**config.mk**
```make
export PLATFORM = sky130hd
export DESIGN_NAME = flash_seq
export DESIGN_NICKNAME = d
export VERILOG_FILES = /design/src/rtl/flash_seq_pkg.sv /design/src/rtl/flash_bus_cyc.sv /design/src/rtl/flash_stat_dec.sv /design/src/rtl/flash_seq.sv
export SDC_FILE = /design/constraint.sdc
export NUM_CORES = 1
export LEC_CHECK = 0
export BUFFER_PORTS_ARGS = -buffer_cell sky130_fd_sc_hd__clkbuf_2
export CAP_MARGIN = 20
export CORE_MARGIN = 1
export CORE_UTILIZATION = 30
export CTS_BUF_LIST = sky130_fd_sc_hd__clkbuf_8
export DETAILED_ROUTE_END_ITERATION = 16
export PLACE_DENSITY = 0.59
export REMOVE_ABC_BUFFERS = 1
export SYNTH_ARGS = -nofsm -noshare
export SYNTH_HDL_FRONTEND = slang
export SYNTH_HIERARCHICAL = 1
export SYNTH_SLANG_ARGS = --single-unit
```
**constraint.sdc**
```tcl
create_clock -name clk -period 2.26 [get_ports clk]
set_input_delay 0.452 -clock clk [delete_from_list [all_inputs] [get_ports clk]]
set_output_delay 0.452 -clock clk [all_outputs]
set_load 0.03 [all_outputs]
```
**src/rtl/flash_seq_pkg.sv**
```systemverilog
package flash_seq_pkg;

  typedef enum logic [2:0] {
    ERR_NONE   = 3'd0,
    ERR_VPP    = 3'd1,
    ERR_PROT   = 3'd2,
    ERR_SEQ    = 3'd3,
    ERR_OPFAIL = 3'd4,
    ERR_TMO    = 3'd5
  } fs_err_e;

  localparam logic [7:0] CMD_ERASE_SETUP = 8'h20;
  localparam logic [7:0] CMD_PROG_SETUP  = 8'h40;
  localparam logic [7:0] CMD_CONFIRM     = 8'hD0;
  localparam logic [7:0] CMD_SUSPEND     = 8'hB0;
  localparam logic [7:0] CMD_CLR_STAT    = 8'h50;
  localparam logic [7:0] CMD_READ_ARRAY  = 8'hFF;

  localparam int SB_READY = 7;
  localparam int SB_ESUSP = 6;
  localparam int SB_EFAIL = 5;
  localparam int SB_PFAIL = 4;
  localparam int SB_VPP   = 3;
  localparam int SB_PSUSP = 2;
  localparam int SB_PROT  = 1;

endpackage

```
**src/rtl/flash_bus_cyc.sv**
```systemverilog
module flash_bus_cyc #(
  parameter int AW        = 20,
  parameter int DW        = 16,
  parameter int PULSE_CYC = 3
) (
  input  logic          clk,
  input  logic          rst_n,
  input  logic          start,
  input  logic          rd,
  input  logic [AW-1:0] addr,
  input  logic [DW-1:0] wdata,
  output logic          busy,
  output logic          done,
  output logic [7:0]    rdata,
  output logic          fl_ce_n,
  output logic          fl_we_n,
  output logic          fl_oe_n,
  output logic [AW-1:0] fl_addr,
  output logic [DW-1:0] fl_dq_o,
  output logic          fl_dq_oe,
  input  logic [7:0]    fl_dq_i
);

  localparam int CW = $clog2(PULSE_CYC + 1);

  typedef enum logic [1:0] {PH_IDLE, PH_PULSE, PH_RECOV} ph_e;

  ph_e           ph_q, ph_d;
  logic [CW-1:0] cnt_q, cnt_d;
  logic          rd_q, rd_d;
  logic [AW-1:0] addr_q, addr_d;
  logic [DW-1:0] data_q, data_d;
  logic [7:0]    rdata_q, rdata_d;
  logic          last_beat;

  assign last_beat = (ph_q == PH_PULSE) && (cnt_q == '0);

  always_comb begin
    ph_d    = ph_q;
    cnt_d   = cnt_q;
    rd_d    = rd_q;
    addr_d  = addr_q;
    data_d  = data_q;
    rdata_d = rdata_q;
    unique case (ph_q)
      PH_IDLE: begin
        if (start) begin
          ph_d   = PH_PULSE;
          cnt_d  = CW'(PULSE_CYC - 1);
          rd_d   = rd;
          addr_d = addr;
          data_d = wdata;
        end
      end
      PH_PULSE: begin
        if (cnt_q == '0) ph_d = PH_RECOV;
        else             cnt_d = cnt_q - 1'b1;
      end
      PH_RECOV: ph_d = PH_IDLE;
      default:  ph_d = PH_IDLE;
    endcase
    if (last_beat && rd_q) rdata_d = fl_dq_i;
  end

  always_ff @(posedge clk or negedge rst_n) begin
    if (!rst_n) begin
      ph_q    <= PH_IDLE;
      cnt_q   <= '0;
      rd_q    <= 1'b0;
      addr_q  <= '0;
      data_q  <= '0;
      rdata_q <= '0;
    end else begin
      ph_q    <= ph_d;
      cnt_q   <= cnt_d;
      rd_q    <= rd_d;
      addr_q  <= addr_d;
      data_q  <= data_d;
      rdata_q <= rdata_d;
    end
  end

  assign busy     = (ph_q != PH_IDLE);
  assign done     = (ph_q == PH_RECOV);
  assign rdata    = rdata_q;
  assign fl_ce_n  = (ph_q != PH_PULSE);
  assign fl_we_n  = !((ph_q == PH_PULSE) && !rd_q);
  assign fl_oe_n  = !((ph_q == PH_PULSE) && rd_q);
  assign fl_addr  = addr_q;
  assign fl_dq_o  = data_q;
  assign fl_dq_oe = (ph_q != PH_IDLE) && !rd_q;

  // Low-run counter for the strobe width check
  logic [CW:0] low_run_q;
  always_ff @(posedge clk or negedge rst_n) begin
    if (!rst_n)        low_run_q <= '0;
    else if (!fl_ce_n) low_run_q <= low_run_q + 1'b1;
    else               low_run_q <= '0;
  end

  AST_STROBE_EXCL: assert property (@(posedge clk) disable iff (!rst_n)
    !(!fl_we_n && !fl_oe_n));

  AST_ADDR_STABLE: assert property (@(posedge clk) disable iff (!rst_n)
    (!fl_ce_n && $past(!fl_ce_n)) |-> ($stable(fl_addr) && $stable(fl_dq_o)));

  AST_PULSE_WIDTH: assert property (@(posedge clk) disable iff (!rst_n)
    $rose(fl_ce_n) |-> (low_run_q == (CW+1)'(PULSE_CYC)));

endmodule

```
**src/rtl/flash_stat_dec.sv**
```systemverilog
module flash_stat_dec
  import flash_seq_pkg::*;
(
  input  logic    is_prog,
  input  logic    st_vpp,
  input  logic    st_prot,
  input  logic    st_efail,
  input  logic    st_pfail,
  output fs_err_e code
);

  always_comb begin
    if (st_vpp)                             code = ERR_VPP;
    else if (st_prot)                       code = ERR_PROT;
    else if (!is_prog && st_efail && st_pfail) code = ERR_SEQ;
    else if (is_prog ? st_pfail : st_efail) code = ERR_OPFAIL;
    else                                    code = ERR_NONE;
  end

endmodule

```
**src/rtl/flash_seq.sv**
```systemverilog
module flash_seq
  import flash_seq_pkg::*;
#(
  parameter int AW        = 20,
  parameter int DW        = 16,
  parameter int PULSE_CYC = 3,
  parameter int TMO_POLLS = 64
) (
  input  logic          clk,
  input  logic          rst_n,
  input  logic          req_valid,
  output logic          req_ready,
  input  logic          req_op,
  input  logic [AW-1:0] req_addr,
  input  logic [DW-1:0] req_data,
  input  logic          req_full_chk,
  input  logic          susp_req,
  input  logic          resume_req,
  output logic          done,
  output logic [2:0]    err_code,
  output logic          susp_active,
  output logic          fl_ce_n,
  output logic          fl_we_n,
  output logic          fl_oe_n,
  output logic [AW-1:0] fl_addr,
  output logic [DW-1:0] fl_dq_o,
  output logic          fl_dq_oe,
  input  logic [7:0]    fl_dq_i
);

  localparam int PW = $clog2(TMO_POLLS + 1);

  typedef enum logic [3:0] {
    S_IDLE, S_SETUP, S_CONF, S_PRD, S_PEVAL, S_SUSW, S_SRD,
    S_SEVAL, S_HALT, S_RESW, S_CLR, S_RDA, S_DONE
  } st_e;

  function automatic logic [DW-1:0] to_bus(input logic [7:0] c);
    logic [DW-1:0] r;
    r      = '0;
    r[7:0] = c;
    return r;
  endfunction

  st_e           st_q, st_d;
  logic          op_q, op_d;
  logic          chk_q, chk_d;
  logic [AW-1:0] addr_q, addr_d;
  logic [DW-1:0] data_q, data_d;
  fs_err_e       err_q, err_d;
  logic [PW-1:0] poll_q, poll_d;

  logic          bus_start, bus_rd, bus_busy, bus_done;
  logic [DW-1:0] bus_wdata;
  logic [7:0]    bus_rdata;
  fs_err_e       dec_code;
  fs_err_e       fin_err;
  st_e           fin_st;
  logic          susp_flag, tmo_hit, go;
  logic          stat_unused;

  flash_bus_cyc #(.AW(AW), .DW(DW), .PULSE_CYC(PULSE_CYC)) u_bus (
    .clk      (clk),
    .rst_n    (rst_n),
    .start    (bus_start),
    .rd       (bus_rd),
    .addr     (addr_q),
    .wdata    (bus_wdata),
    .busy     (bus_busy),
    .done     (bus_done),
    .rdata    (bus_rdata),
    .fl_ce_n  (fl_ce_n),
    .fl_we_n  (fl_we_n),
    .fl_oe_n  (fl_oe_n),
    .fl_addr  (fl_addr),
    .fl_dq_o  (fl_dq_o),
    .fl_dq_oe (fl_dq_oe),
    .fl_dq_i  (fl_dq_i)
  );

  flash_stat_dec u_dec (
    .is_prog  (op_q),
    .st_vpp   (bus_rdata[SB_VPP]),
    .st_prot  (bus_rdata[SB_PROT]),
    .st_efail (bus_rdata[SB_EFAIL]),
    .st_pfail (bus_rdata[SB_PFAIL]),
    .code     (dec_code)
  );

  assign stat_unused = bus_rdata[0];
  assign go          = !bus_busy;
  assign susp_flag   = op_q ? bus_rdata[SB_PSUSP] : bus_rdata[SB_ESUSP];
  assign tmo_hit     = (poll_q == PW'(TMO_POLLS - 1));
  assign fin_err     = chk_q ? dec_code : ERR_NONE;
  assign fin_st      = !chk_q ? S_DONE : ((dec_code != ERR_NONE) ? S_CLR : S_RDA);

  always_comb begin
    st_d      = st_q;
    op_d      = op_q;
    chk_d     = chk_q;
    addr_d    = addr_q;
    data_d    = data_q;
    err_d     = err_q;
    poll_d    = poll_q;
    bus_start = 1'b0;
    bus_rd    = 1'b0;
    bus_wdata = '0;
    unique case (st_q)
      S_IDLE: begin
        if (req_valid) begin
          op_d   = req_op;
          addr_d = req_addr;
          data_d = req_data;
          chk_d  = req_full_chk;
          err_d  = ERR_NONE;
          st_d   = S_SETUP;
        end
      end
      S_SETUP: begin
        bus_start = go;
        bus_wdata = to_bus(op_q ? CMD_PROG_SETUP : CMD_ERASE_SETUP);
        if (bus_done) st_d = S_CONF;
      end
      S_CONF: begin
        bus_start = go;
        bus_wdata = op_q ? data_q : to_bus(CMD_CONFIRM);
        if (bus_done) begin
          poll_d = '0;
          st_d   = S_PRD;
        end
      end
      S_PRD: begin
        bus_start = go;
        bus_rd    = 1'b1;
        if (bus_done) st_d = S_PEVAL;
      end
      S_PEVAL: begin
        if (bus_rdata[SB_READY]) begin
          err_d = fin_err;
          st_d  = fin_st;
        end else if (tmo_hit) begin
          err_d = ERR_TMO;
          st_d  = S_DONE;
        end else begin
          poll_d = poll_q + 1'b1;
          st_d   = susp_req ? S_SUSW : S_PRD;
        end
      end
      S_SUSW: begin
        bus_start = go;
        bus_wdata = to_bus(CMD_SUSPEND);
        if (bus_done) st_d = S_SRD;
      end
      S_SRD: begin
        bus_start = go;
        bus_rd    = 1'b1;
        if (bus_done) st_d = S_SEVAL;
      end
      S_SEVAL: begin
        if (bus_rdata[SB_READY]) begin
          if (susp_flag) begin
            st_d = S_HALT;
          end else begin
            err_d = fin_err;
            st_d  = fin_st;
          end
        end else if (tmo_hit) begin
          err_d = ERR_TMO;
          st_d  = S_DONE;
        end else begin
          poll_d = poll_q + 1'b1;
          st_d   = S_SRD;
        end
      end
      S_HALT: begin
        if (resume_req) st_d = S_RESW;
      end
      S_RESW: begin
        bus_start = go;
        bus_wdata = to_bus(CMD_CONFIRM);
        if (bus_done) begin
          poll_d = '0;
          st_d   = S_PRD;
        end
      end
      S_CLR: begin
        bus_start = go;
        bus_wdata = to_bus(CMD_CLR_STAT);
        if (bus_done) st_d = S_RDA;
      end
      S_RDA: begin
        bus_start = go;
        bus_wdata = to_bus(CMD_READ_ARRAY);
        if (bus_done) st_d = S_DONE;
      end
      S_DONE:  st_d = S_IDLE;
      default: st_d = S_IDLE;
    endcase
  end

  always_ff @(posedge clk or negedge rst_n) begin
    if (!rst_n) begin
      st_q   <= S_IDLE;
      op_q   <= 1'b0;
      chk_q  <= 1'b0;
      addr_q <= '0;
      data_q <= '0;
      err_q  <= ERR_NONE;
      poll_q <= '0;
    end else begin
      st_q   <= st_d;
      op_q   <= op_d;
      chk_q  <= chk_d;
      addr_q <= addr_d;
      data_q <= data_d;
      err_q  <= err_d;
      poll_q <= poll_d;
    end
  end

  assign req_ready   = (st_q == S_IDLE);
  assign done        = (st_q == S_DONE);
  assign err_code    = err_q;
  assign susp_active = (st_q == S_HALT);

  AST_IDLE_BUS_QUIET: assert property (@(posedge clk) disable iff (!rst_n)
    req_ready |-> (fl_ce_n && !fl_dq_oe));

  AST_DONE_THEN_READY: assert property (@(posedge clk) disable iff (!rst_n)
    done |=> (req_ready && !done));

  AST_SUSP_QUIET: assert property (@(posedge clk) disable iff (!rst_n)
    susp_active |-> (fl_ce_n && !done));

  AST_ERR_RANGE: assert property (@(posedge clk) disable iff (!rst_n)
    done |-> (err_code <= 3'd5));

endmodule

```
# After elaboration in Yosys (flattened, before gate mapping)
# Index checks and enable logic that the tools add are counted.
classes:
  addsub: 2
  n_eq_ne: 31
  muxes: 46
  n_reduce_logical: 31
ops:
  columns: ["cell", "n"]
  rows:
  - ["$pmux W16 S6", 1]
  - ["$mux W4", 13]
  - ["$pmux W4 S11", 1]
  - ["$mux W3", 13]
  - ["$mux W7", 4]
  - ["$ne A2 B2 Y1 const B", 13]
  - ["$eq A4 B4 Y1 const B", 5]
  - ["$eq A4 B3 Y1 const B", 4]
  - ["$mux W16", 1]
  - ["$pmux W7 S2", 1]
  - ["$pmux W3 S3", 1]
  - ["$reduce_and A9 Y1", 1]
  - ["$eq A4 B2 Y1 const B", 2]
  - ["$mux W2", 4]
  - ["$pmux W2 S2", 2]
  - ["$reduce_or A8 Y1", 1]
  - ["$add A7 B1 Y7 const B", 1]
  - ["$eq A7 B6 Y1 const B", 1]
  - ["$logic_and A1 B1 Y1", 7]
  - ["$reduce_and A2 Y1", 3]
  - ["$reduce_and A3 Y1", 2]
  - ["$reduce_bool A2 Y1", 3]
  - ["$reduce_bool A3 Y1", 2]
  - ["$reduce_or A2 Y1", 3]
  - ["other kinds (11)", 21]
totals:
  regBits: 101
  in_bits: 51
  output_inout_bits: 46
  word_cells: 123

# Depth between registers and ports, before layout
depth:
  depth_word: 12
  mapped_depth: 8
  ltp_nobuf: 6

# Hierarchy
# The synthesis kept the hierarchy.
modules_own_cells:
  columns: ["module", "instances", "cells_per_inst", "area_each_um2", "seq_area_each_um2"]
  rows:
  - ["flash_seq", 1, 252, 2773.9, 1301.2]
  - ["flash_bus_cyc", 1, 121, 2094.5, 1226.2]
  - ["flash_stat_dec", 1, 7, 48.8, 0.0]

# Worst setup path before layout
# OpenSTA, ideal clock, no wires.
synth_timing:
  path_type: "register to register"
  start: "reg st_q[1]"
  end: "reg addr_q[10]"
  setup_time_ns: 0.125
  arrival_time_ns: 1.878
  t_required_ns: 2.135
  path_slack_ns: 0.256
  stages_incl_launch_ff: 9
  n_path_buf: 4
  synth_period_minus_slack_ns: 2.004
  cell_sequence: "dfrtp_1 > buf_6 > or2_1 > buf_2 > nor3_4 > nand2_1 > buf_6 > buf_6 > mux2_4"
synth_via:
  elab_chain_len: 2
synth_rtl:
  columns: ["item", "line", "text"]
  rows:
  - ["start: declaration", "flash_seq.sv:45", "st_e st_q, st_d;"]
  - ["start signal: assignment", "flash_seq.sv:211", "st_q <= st_d;"]
  - ["$logic_not A4 Y1", null, null]
  - ["named net req_ready", "flash_seq.sv:12", "output logic req_ready,"]
  - ["$reduce_and A2 Y1 (no source line)", null, null]
  - ["end signal: assignment", "flash_seq.sv:214", "addr_q <= addr_d;"]
  - ["end: declaration", "flash_seq.sv:48", "logic [AW-1:0] addr_q, addr_d;"]
# The timed path passes the listed nets, and every way through them passes these cells.
# A chain may end at the register's enable or synchronous reset.

# Worst setup path after layout
layout_timing:
  start: "reg st_q[1]"
  end: "out req_ready"
layout_via:
  elab_chain_len: 1
layout_rtl:
  columns: ["item", "line", "text"]
  rows:
  - ["$logic_not A4 Y1", "flash_seq.sv:221", "assign req_ready = (st_q == S_IDLE);"]
  - ["end: declaration", "flash_seq.sv:12", null]
# Every way passes these cells.

==> summary.md <==
| Metric | Value |
|---|---|
| Post-DRT Antenna Nets | `0` |
| TNS Setup | `0 ps` |
| Nets@finish | `around 540` |
| Number of port buffers | `95` |
| Syn avg cell area | `12.9 sq um` |
| Via count | `roughly 3300` |
| Clock-pin slew on the worst setup and hold paths | `roughly 100 ps` |
| Diodes inserted | `0` |
| Fin Clk Skew | `~14 ps` |
| Wire length per cell | `between 15 and 20 um` |
| Area grow syn2layout | `20.7%` |
| CTS tree | `built` |
| Clock Tree Root | `clkbuf_8` |
| WP data arrival | `between 1500 and 2000 ps` |
| Final Max Tran Viols | `0` |
| Tightest Pin Transition | `~410 ps` |
| Crit path max fanout | `10` |
| Top delay family on crit path | `simple AND/OR/NAND/NOR gates` |
| CP max-delay cell | `dfrtp_1` |
| DIE AREA | `16800 sq um` |
| Cell leakage power | `about 0.0028 uW` |
| Final period util | `0.946` |
| H-tree Lvls | `3` |
| Fin util | `0.371` |
| Drt pass-1 iters | `4` |
| Outcome | `finished clean` |
| Worst Path Required | `1810 ps` |
| Final Hold Fails | `0` |
| Vert. Die Dim | `~130 um` |
| Max_cap viols | `0` |
| Initial Util | `0.307` |
| DR DRC count | `0` |
| Fillers | `roughly 1600` |
| Min Tclk post-route | `around 2100 ps` |
| Share of layout cells above drive strength 1 | `0.466` |
| HP Class | `in2reg` |
| Final setup viols | `0` |
| CP Class | `reg2out` |
| Sink Count | `100` |
| Initial DRC count | `about 200` |
| Vias per inst | `approximately 4.7` |
| Top Ports | `97` |
| Wirelength, routed | `between 10000 and 15000 um` |
| Hold Path Cell Cnt | `2` |
| Die X | `roughly 130 um` |
| Row Count | `46` |
| Antenna violations before repair | `0` |
| CTS max path bufs | `2` |
| Pin count of the biggest net entering global routing | `42` |
| GPL Wtd Cong | `a little under 0.9` |
| Synth Instances | `roughly 380` |
| CP Cell Sequence | `or2_4 > nor3_4 > clkbuf_2` |
| Critical path endpoint category | `primary output` |
| Worst VDD drop | `approximately 460 uV` |
| Post-route insts no fill | `707` |
| Post-DP HPWL | `~7800 um` |
| Synth warn | `6` |
| CP bufs+invs | `1` |
| Crit path depth | `3` |
| Worst hold slack | `294 ps` |
| Worst rel slew slack | `0.721` |
| Post-Syn Area | `about 4900 sq um` |
| Num CTS Buffers | `9` |
| Unrepaired setup endpoints after global routing | `no` |
| Remaining global-route overflow | `0` |
| FF-to-FF path depth | `6` |
| PwrDens | `1530 nW/um^2` |
| Core Box Area | `15900 sq um` |
| Startpoint type of the worst setup path | `flop` |
| Max Fclk | `~0.47 GHz` |
| Vias in the first global route | `approximately 3400` |
| Worst-skew pair later-pin latency | `380 ps` |
| Crit path largest cell delay | `about 500 ps` |
| GRT Util Overall | `0.137` |
| Dpl cells | `690` |
| Global-route wire length before repair | `~17000 um` |
[path summary, 6_finish.rpt]
| check | startpoint | endpoint | slack, ps |
|---|---|---|---|
| worst max-delay path | st_q[1]$_DFFE_PN0P_ | req_ready | 120 |
| worst min-delay path | req_addr[13] | addr_q[13]$_DFFE_PN0P_ | 290 |
| worst max register to register | st_q[1]$_DFFE_PN0P_ | err_code[0]$_DFFE_PN0P_ | 150 |
| max in group asynchronous | rst_n | addr_q[8]$_DFFE_PN0P_ | 1140 |
| min in group asynchronous | rst_n | st_q[2]$_DFFE_PN0P_ | 540 |
| worst min register to register | poll_q[5]$_DFFE_PN0P_ | poll_q[5]$_DFFE_PN0P_ | 500 |
[state kept, by name, indices dropped and copies added, names as in the netlist]
signal	cells
addr_q	20
chk_q	1
data_q	16
err_code	3
op_q	1
poll_q	7
st_q	4
u_bus/cnt_q	2
u_bus/fl_addr	20
u_bus/fl_dq_o	16
u_bus/ph_q	2
u_bus/rd_q	1
u_bus/rdata	7
[layout by cell type, fill, tap and decap left out, drive strengths merged, types with 2 or more instances in the layout]
cell,n
and3,3
buf,22
and2,11
o31ai,2
a41oi,2
ha,3
or2,2
nand2,24
or3b,2
nand3,7
dfrtp,100
mux2,85
o22ai,4
a31oi,3
o21bai,2
o21ai,14
inv,15
o32ai,2
nor3,6
clkbuf,103
nor2b,4
nand2b,4
a21oi,17
nor2,13
nand3b,3
nor4b,2
nor4,4
or3,2
a211oi,3
bufinv,2
a22oi,4
xor2,2
[metrics by stage]
stage / instance area, sq um / worst slack [ps] / power, uW
2_1_floorplan: 4710 / -1540 / 6430
3_3_place_gp: 5660 / 250 / 7630
3_5_place_dp: 5660 / 193 / 7770
4_1_cts: 5890 / 12.7 / 9110
5_1_grt: 5890 / 31.6 / 9630
6_report: 5890 / 122 / 9000
[metal layers]
layer | vias to the layer above | part of all wire | global-route usage
li1 | 1569 | - | -
met3 | 22 | 0.053 | 0.0380
met5 | - | 0 | 0
met2 | 102 | 0.47 | 0.219
met4 | 0 | 0.024 | 0.0622
met1 | 1611 | 0.45 | 0.173
[where the power goes]
group	internal (uW)	switching [uW]	leakage, uW
registers	2610	571	0.00123
logic	2180	2390	0.00149
clock network	620	632	0.000107
total	5410	3590	0.00283
[timing repair]
item	CTS	global route
resized for setup	0	2
endpoints found under the setup margin	1	6
buffers inserted	1	0
hold buffers	1	0
hold endpoints to repair	3	0
pin swaps	1	0
[area by class of cell]
cell class	count	area, sq um	share of cell area
inverters	13	48.8	0.00828
flip-flops and latches	100	2500	0.425
multi-input cells	246	2170	0.369
clock buffers	9	124	0.0210
clock inverters	6	88.8	0.0151
well taps	216	270	0.0459
repair buffers	117	683	0.116
(Power assumes the default switching activity.)
